===== config.mk =====
export PLATFORM = sky130hd
export DESIGN_NAME = quad_xchg_unit
export DESIGN_NICKNAME = d
export VERILOG_FILES = /design/src/rtl/qx_pkg.sv /design/src/rtl/qx_decode.sv /design/src/rtl/qx_quad.sv /design/src/rtl/quad_xchg_unit.sv
export SDC_FILE = /design/constraint.sdc
export NUM_CORES = 1
export LEC_CHECK = 0
export BUFFER_PORTS_ARGS = -buffer_cell sky130_fd_sc_hd__buf_2
export CAP_MARGIN = 0
export CORE_AREA = 2 2 431 433
export CTS_CLUSTER_SIZE = 10
export DETAILED_ROUTE_END_ITERATION = 12
export DIE_AREA = 0 0 433 435
export SLEW_MARGIN = 20
export SYNTH_ARGS = -nofsm -noshare
export SYNTH_HDL_FRONTEND = slang
export SYNTH_SLANG_ARGS = --single-unit

===== constraint.sdc =====
create_clock -name clk -period 2.35 [get_ports clk]
set_clock_uncertainty 0.05 [all_clocks]
set_input_delay 0.47 -clock clk [delete_from_list [all_inputs] [get_ports clk]]
set_output_delay 0.47 -clock clk [all_outputs]
set_load 0.01 [all_outputs]

===== src/rtl/qx_pkg.sv =====
package qx_pkg;

    // Field positions in the 64-bit instruction word
    localparam int CAT_HI   = 63;
    localparam int CAT_LO   = 61;
    localparam int OPC_HI   = 58;
    localparam int OPC_LO   = 53;
    localparam int MODE_HI  = 20;
    localparam int MODE_LO  = 19;
    localparam int RSV_LOW  = 18;
    localparam int RSV_HIGH = 50;

    localparam logic [2:0] CAT_CODE = 3'b101;
    localparam logic [5:0] OPC_CODE = 6'b111111;

    typedef enum logic [1:0] {
        QX_BCAST  = 2'b00,
        QX_SWAP_H = 2'b01,
        QX_SWAP_V = 2'b10,
        QX_SWAP_D = 2'b11
    } qx_mode_e;

    typedef struct packed {
        logic     fire;     // legal shuffle issued
        logic     illegal;  // shuffle opcode with reserved bit set
        qx_mode_e mode;
    } qx_dec_t;

    // Source lane within the quad for a given destination lane
    function automatic logic [1:0] qx_partner(input logic [1:0] me,
                                              input qx_mode_e   m,
                                              input logic [1:0] pick);
        logic [1:0] p;
        case (m)
            QX_BCAST:  p = pick;
            QX_SWAP_H: p = me ^ 2'b01;
            QX_SWAP_V: p = me ^ 2'b10;
            default:   p = me ^ 2'b11;
        endcase
        return p;
    endfunction

endpackage


===== src/rtl/qx_decode.sv =====
module qx_decode
    import qx_pkg::*;
(
    input  logic        issue,
    input  logic [63:0] insn,
    output qx_dec_t     dec
);
    logic hit;
    logic rsv;

    always_comb begin
        hit         = (insn[CAT_HI:CAT_LO] == CAT_CODE) &&
                      (insn[OPC_HI:OPC_LO] == OPC_CODE);
        rsv         = insn[RSV_LOW] | insn[RSV_HIGH];
        dec.fire    = issue && hit && !rsv;
        dec.illegal = issue && hit && rsv;
        dec.mode    = qx_mode_e'(insn[MODE_HI:MODE_LO]);
    end

    // a word cannot be both executed and flagged
    always_comb begin
        fire_excl_chk: assert (!(dec.fire && dec.illegal));
    end

endmodule


===== src/rtl/qx_quad.sv =====
module qx_quad
    import qx_pkg::*;
#(
    parameter int DW = 16
) (
    input  qx_mode_e          mode,
    input  logic [4*DW-1:0]   src,
    input  logic [4*DW-1:0]   sel,
    input  logic [4*DW-1:0]   old,
    input  logic [3:0]        act,
    output logic [4*DW-1:0]   res
);
    for (genvar l = 0; l < 4; l++) begin : g_lane
        localparam logic [1:0] ME = 2'(l);
        logic [1:0]    pl;
        logic [DW-1:0] pick_val;

        always_comb begin
            pl       = qx_partner(ME, mode, sel[l*DW +: 2]);
            pick_val = src[pl*DW +: DW];
            res[l*DW +: DW] = act[l] ? pick_val : old[l*DW +: DW];
        end
    end

endmodule


===== src/rtl/quad_xchg_unit.sv =====
module quad_xchg_unit
    import qx_pkg::*;
#(
    parameter int LANES = 16,
    parameter int DW    = 16
) (
    input  logic                  clk,
    input  logic                  rst_n,
    input  logic                  issue,
    input  logic [63:0]           insn,
    input  logic [LANES*DW-1:0]   src_vec,
    input  logic [LANES*DW-1:0]   sel_vec,
    input  logic [LANES*DW-1:0]   old_vec,
    input  logic [LANES-1:0]      act_mask,
    output logic [LANES*DW-1:0]   dst_vec,
    output logic                  dst_vld,
    output logic                  bad_enc
);
    localparam int QUADS = LANES / 4;
    localparam int QW    = 4 * DW;
    localparam int VW    = LANES * DW;

    qx_dec_t       dec;
    logic [VW-1:0] shuf;

    qx_decode u_dec (
        .issue (issue),
        .insn  (insn),
        .dec   (dec)
    );

    for (genvar q = 0; q < QUADS; q++) begin : g_quad
        qx_quad #(.DW(DW)) u_quad (
            .mode (dec.mode),
            .src  (src_vec[q*QW +: QW]),
            .sel  (sel_vec[q*QW +: QW]),
            .old  (old_vec[q*QW +: QW]),
            .act  (act_mask[q*4 +: 4]),
            .res  (shuf[q*QW +: QW])
        );
    end

    typedef struct packed {
        logic [VW-1:0] dst;
        logic          vld;
        logic          bad;
    } st_t;

    st_t st_d, st_q;

    always_comb begin
        st_d     = st_q;
        st_d.vld = 1'b0;
        st_d.bad = 1'b0;
        if (dec.fire) begin
            st_d.dst = shuf;
            st_d.vld = 1'b1;
        end
        if (dec.illegal) begin
            st_d.bad = 1'b1;
        end
    end

    always_ff @(posedge clk) begin
        if (!rst_n) begin
            st_q <= '0;
        end else begin
            st_q <= st_d;
        end
    end

    assign dst_vec = st_q.dst;
    assign dst_vld = st_q.vld;
    assign bad_enc = st_q.bad;


    vld_latency_chk: assert property (@(posedge clk) disable iff (!rst_n)
        dec.fire |=> dst_vld);


    bad_no_vld_chk: assert property (@(posedge clk) disable iff (!rst_n)
        !(dst_vld && bad_enc));


    hold_chk: assert property (@(posedge clk) disable iff (!rst_n)
        !dst_vld |-> $stable(dst_vec));


    horiz_pair_chk: assert property (@(posedge clk) disable iff (!rst_n)
        (dec.fire && dec.mode == QX_SWAP_H && act_mask[0])
        |=> (dst_vec[DW-1:0] == $past(src_vec[2*DW-1:DW])));

    for (genvar i = 0; i < LANES; i++) begin : g_keep

        inactive_keep_chk: assert property (@(posedge clk) disable iff (!rst_n)
            (dec.fire && !act_mask[i])
            |=> (dst_vec[i*DW +: DW] == $past(old_vec[i*DW +: DW])));
    end

endmodule


# Word level (Yosys, flattened, before mapping)
# Index checks and enable logic that the tools add are counted.
# op_classes
add_sub_neg	0
multipliers	0
div_mod_pow	0
n_lt_le_gt_ge	0
n_eq_ne	4
n_shift	16
n_mux	34
n_bitwise	1
reduce_logical	6
# op_table
cell	n
$shiftx 64x7->16	16
$mux 16	16
$pmux 2 s3	16
$eq 6x6->1 const B	1
$logic_and 1x1->1	4
$eq 3x3->1 const B	1
$eq 2x1->1 const B	1
$eq 2x2->1 const B	1
$logic_not 2->1	1
$mux 1	2
$logic_not 1->1	1
$or 1x1->1	1
# word_totals
reg_bits	258
latch_bits	0
mem_bits_rw	0
romBits	0
output_inout_bits	258
word_cells	64
memories	0

# Logic depth before layout (Yosys ltp)
# logic_depth
word_depth	5
mapped_depth	8
ltp_nobuf	5

# Cells and area by module
# From an unflattened synthesis, not the netlist that was laid out.
# hier_totals
hier_cells	3613
hier_area_um2	26581.7
# by_module_without_submodules
module	instances	cells_per_inst	area_each_um2
qx_quad	4	694	4160.2
quad_xchg_unit	1	829	9873.2
qx_decode	1	8	67.6

# Least setup slack after synthesis
# OpenSTA, ideal clock, no wires.
# synth_path
kind	input port to flip-flop
start	input insn[20]
end	register st_q, in the netlist dst_vec[31]
t_arrival_ns	1.828
required_ns	2.174
path_slack_ns	0.346
stages	7
n_path_buf	3
path_cell_list	buf_4 buf_6 o21ai_2 buf_4 mux2_2 o2111ai_1 a31oi_1
# synth_via
elab_chain_cells	4
elab_cells_between_ends	6
# synth_lines
element	line	rtl
start: declaration	quad_xchg_unit.sv:10	input logic [63:0] insn,
$eq 2x2->1, or another cell as far along	qx_pkg.sv:34	case (m)
$pmux 2 s3 *	qx_pkg.sv:34	
$shiftx 64x7->16 *	qx_quad.sv:20	pick_val = src[pl*DW +: DW];
$mux 16 *	qx_quad.sv:21	res[l*DW +: DW] = act[l] ? pick_val : old[l*DW +: DW];
end signal: assignment	quad_xchg_unit.sv:68	st_q <= st_d;
end: declaration	quad_xchg_unit.sv:49	st_t st_d, st_q;
# Mark *: on every way between the ends. The rest lies on a longest branch, timed or not.
# A chain may end at the register's enable or synchronous reset.

# Final worst setup path
# layout_path
start	input insn[20]
end	register st_q, in the netlist dst_vec[229]
# Same word-level chain as after synthesis.

==> flow_summary.ini <==
[placed_design]
dpl-instance-area_sq_um = 30300
post-place-ws_ns = -0.491
place_hpwl_mm = 127
finalWeightedCongestion = 0.933
port_buffers = 833

[timing]
fin_crit_ns = 2.13
worst_slack_ns = 0.219
rsz0062_at_grt = no
fmax_ghz = 0.469
relSlewSlack = 0.422
setup_viol = 0
final_max_slew_viol_count = 0
hold_ws_ns = 0.0795
tns_ns = 0
hold_viol_final = 0
worst_slew_pin_slew_ns = 0.864
period_share = 0.907

[worst_setup_path]
startpoint_type = primary input
criticalPathCategory = primary input to flip-flop
required_ns = 2.80
cp-end-kind = flip-flop
crit_start = insn[20]
r2r-start = dst_vec[50]
crit_path_max_fanout = 16
cp.arrival_ns = 2.59

[grt]
grt_max_degree = 64
grt_pass1_vias = 25800
grt_pass1_wl_mm = 206
antenna_found_initial = 121
overflow = 0
grtUsageTotal = 0.153

[drt]
wl_mm = 152
final_antenna_net_count = 0
via_per_inst = 4.49
vias = 27300
drc = 0
wl_per_cell_um = 25.0
firstDrtPassIters = 5
drt-initial-drc-count = 2832

[synth]
syn_area_sq_um = 20800
syn_inst = 2550
seq_area_frac_synth = 0.248
synth-seq-cells = 258
syn_area_per_cell_sq_um = 8.16
synth_warnings = 0
syn_nets = 3401
synth_cell_type_count = 43

[floorplanning]
coreArea_sq_um = 184000
start_util = 0.113
fp-row-count = 158
die_area_sq_um = 188000
die_y_um = 435
fp.dieW_um = 433
io_pins = 1109

[clock_network]
insertion_delay_ns = 0.60
ctsResizeCount = 0
cts_buffer_depth = 3
cts_buffers = 37
postCtsSetupRepairBufs = 0
clock-root-buffer = clkbuf_16
cts_num_sinks = 258
h-tree-depth = 2
clk_pin_slew_ns = 0.07
cts_tree = done

[power_and_ir_drop]
p_sw_uw = 4780
switching_share = 0.330
worst_ir_drop_vdd_mv = 0.431
p_int_uw = 9710
power.share.clock = 0.393
power.density_nw_per_um2 = 457
comb_power_share = 0.305
seqPwrFrac = 0.302
p_leak_uw = 0.0127

[layout]
final_area_sq_um = 31700
final_util = 0.172
area_growth_pct = 52.5
drive_above_1_share = 0.431
nets = 4382

[min_path]
hp-start = old_vec[125]
hp-class = primary input to flip-flop

[flow_run]
drv_cap = 0

[status]
status = complete, no violations
==> per-layer routing <==
layer	up-vias	wire, um	track usage
li1	12100	-	-
met1	13300	58600	0.182
met2	1525	73500	0.262
met3	331	11800	0.0326
met4	54	7900	0.0711
met5	-	300	0
==> synthesized netlist by cell type (all sizes together) <==
| master | number | share of area |
|---|---|---|
| a21oi | 71 | 0.023 |
| o2111ai | 6 | 0.0025 |
| a221oi | 54 | 0.023 |
| nor2 | 75 | 0.014 |
| o22ai | 60 | 0.018 |
| nor4 | 45 | 0.014 |
| mux2i | 64 | 0.031 |
| o22a | 133 | 0.056 |
| nand2b | 203 | 0.061 |
| nor3 | 57 | 0.014 |
| mux2 | 189 | 0.10 |
| and2 | 1 | 0.00030 |
| a2bb2oi | 51 | 0.021 |
| a31oi | 202 | 0.061 |
| inv | 62 | 0.011 |
| nor2b | 55 | 0.017 |
| nand3 | 4 | 0.00096 |
| o221ai | 185 | 0.078 |
| dfxtp | 258 | 0.25 |
| o221a | 54 | 0.029 |
| nand4b | 5 | 0.0021 |
| o21bai | 3 | 0.0016 |
| clkinv | 3 | 0.00054 |
| or3 | 2 | 0.00060 |
| a221o | 10 | 0.0048 |
| nand4 | 1 | 0.00030 |
| o21ai | 378 | 0.091 |
| nand2 | 16 | 0.0029 |
| o311a | 1 | 0.00048 |
| buf | 114 | 0.037 |
| clkbuf | 188 | 0.034 |
==> path summary, 6_finish.rpt <==
check / to / slack [ns] / cells past startpoint
min reg2reg: dst_vec[97] / 0.49 / 1
max: dst_vec[229] / 0.22 / 8
max reg2reg: dst_vec[50] / 1.52 / 2
min: dst_vec[125] / 0.08 / 3
==> flip-flops by register name (all words and copies together), names as in the netlist <==
register  flops
dst_vec     256
dst_vld       1
bad_enc       1
==> critical path, stage by stage <==
cell and delay [ns]:
clkbuf_8 0.14, inv_4 0.06, buf_12 0.13, a21oi_4 0.61, mux2i_1 0.16, a221oi_1 0.57, buf_4 0.23, o221a_2 0.18
==> stage by stage <==
stage	total power, uW	instances
detailed placement	8880	5961
finish	14500	6076
floorplan	6410	2550
CTS	14700	6031
global placement	8860	5961
global route	15100	6061
==> layout make-up <==
type | count | area (sq um)
antenna | 45 | 113
multi-input combinational | 1925 | 13900
inverter | 65 | 251
clock inverter | 10 | 121
fill | 20900 | 152000
timing repair buffer | 1244 | 7980
clock buffer | 49 | 1060
sequential | 258 | 5160
tap | 2480 | 3100
==> power by group through the flow <==
stage	combinational, uW	clock, uW	sequential [uW]
2_1_floorplan	1940	0	4470
3_3_place_gp	4390	0	4470
3_5_place_dp	4410	0	4470
4_1_cts	4440	5890	4380
5_1_grt	4700	6020	4380
6_report	4420	5690	4380
==> repair_timing <==
action / in CTS / in global routing
endpoints found under the hold margin: 11 / 0
hold buffers: 11 / 0
endpoints found under the setup margin: 0 / 0
==> cell usage in the layout, fill, tap and decap left out, types with 64 or more instances in the layout <==
| cell | instances |
|---|---|
| mux2i_1 | 64 |
| dfxtp_1 | 258 |
| nand2b_1 | 203 |
| nor2_1 | 72 |
| o221ai_1 | 185 |
| buf_2 | 830 |
| a31oi_1 | 202 |
| buf_4 | 346 |
| o22a_1 | 133 |
| o21ai_0 | 342 |
| mux2_2 | 172 |
==> logic make-up (layout without fill, tap and decap cells) <==
| group | after synthesis | count (layout) | synth area share |
|---|---|---|---|
| AOI/OAI and AO/OA | 1208 | 1208 | 0.410 |
| and+or+nand+nor | 464 | 464 | 0.126 |
| buffers and inverters | 367 | 1368 | 0.0826 |
| DFF | 258 | 258 | 0.248 |
| muxes | 253 | 253 | 0.133 |
| other | 0 | 45 | 0 |
No activity file was read; power rests on OpenSTA's default activity.
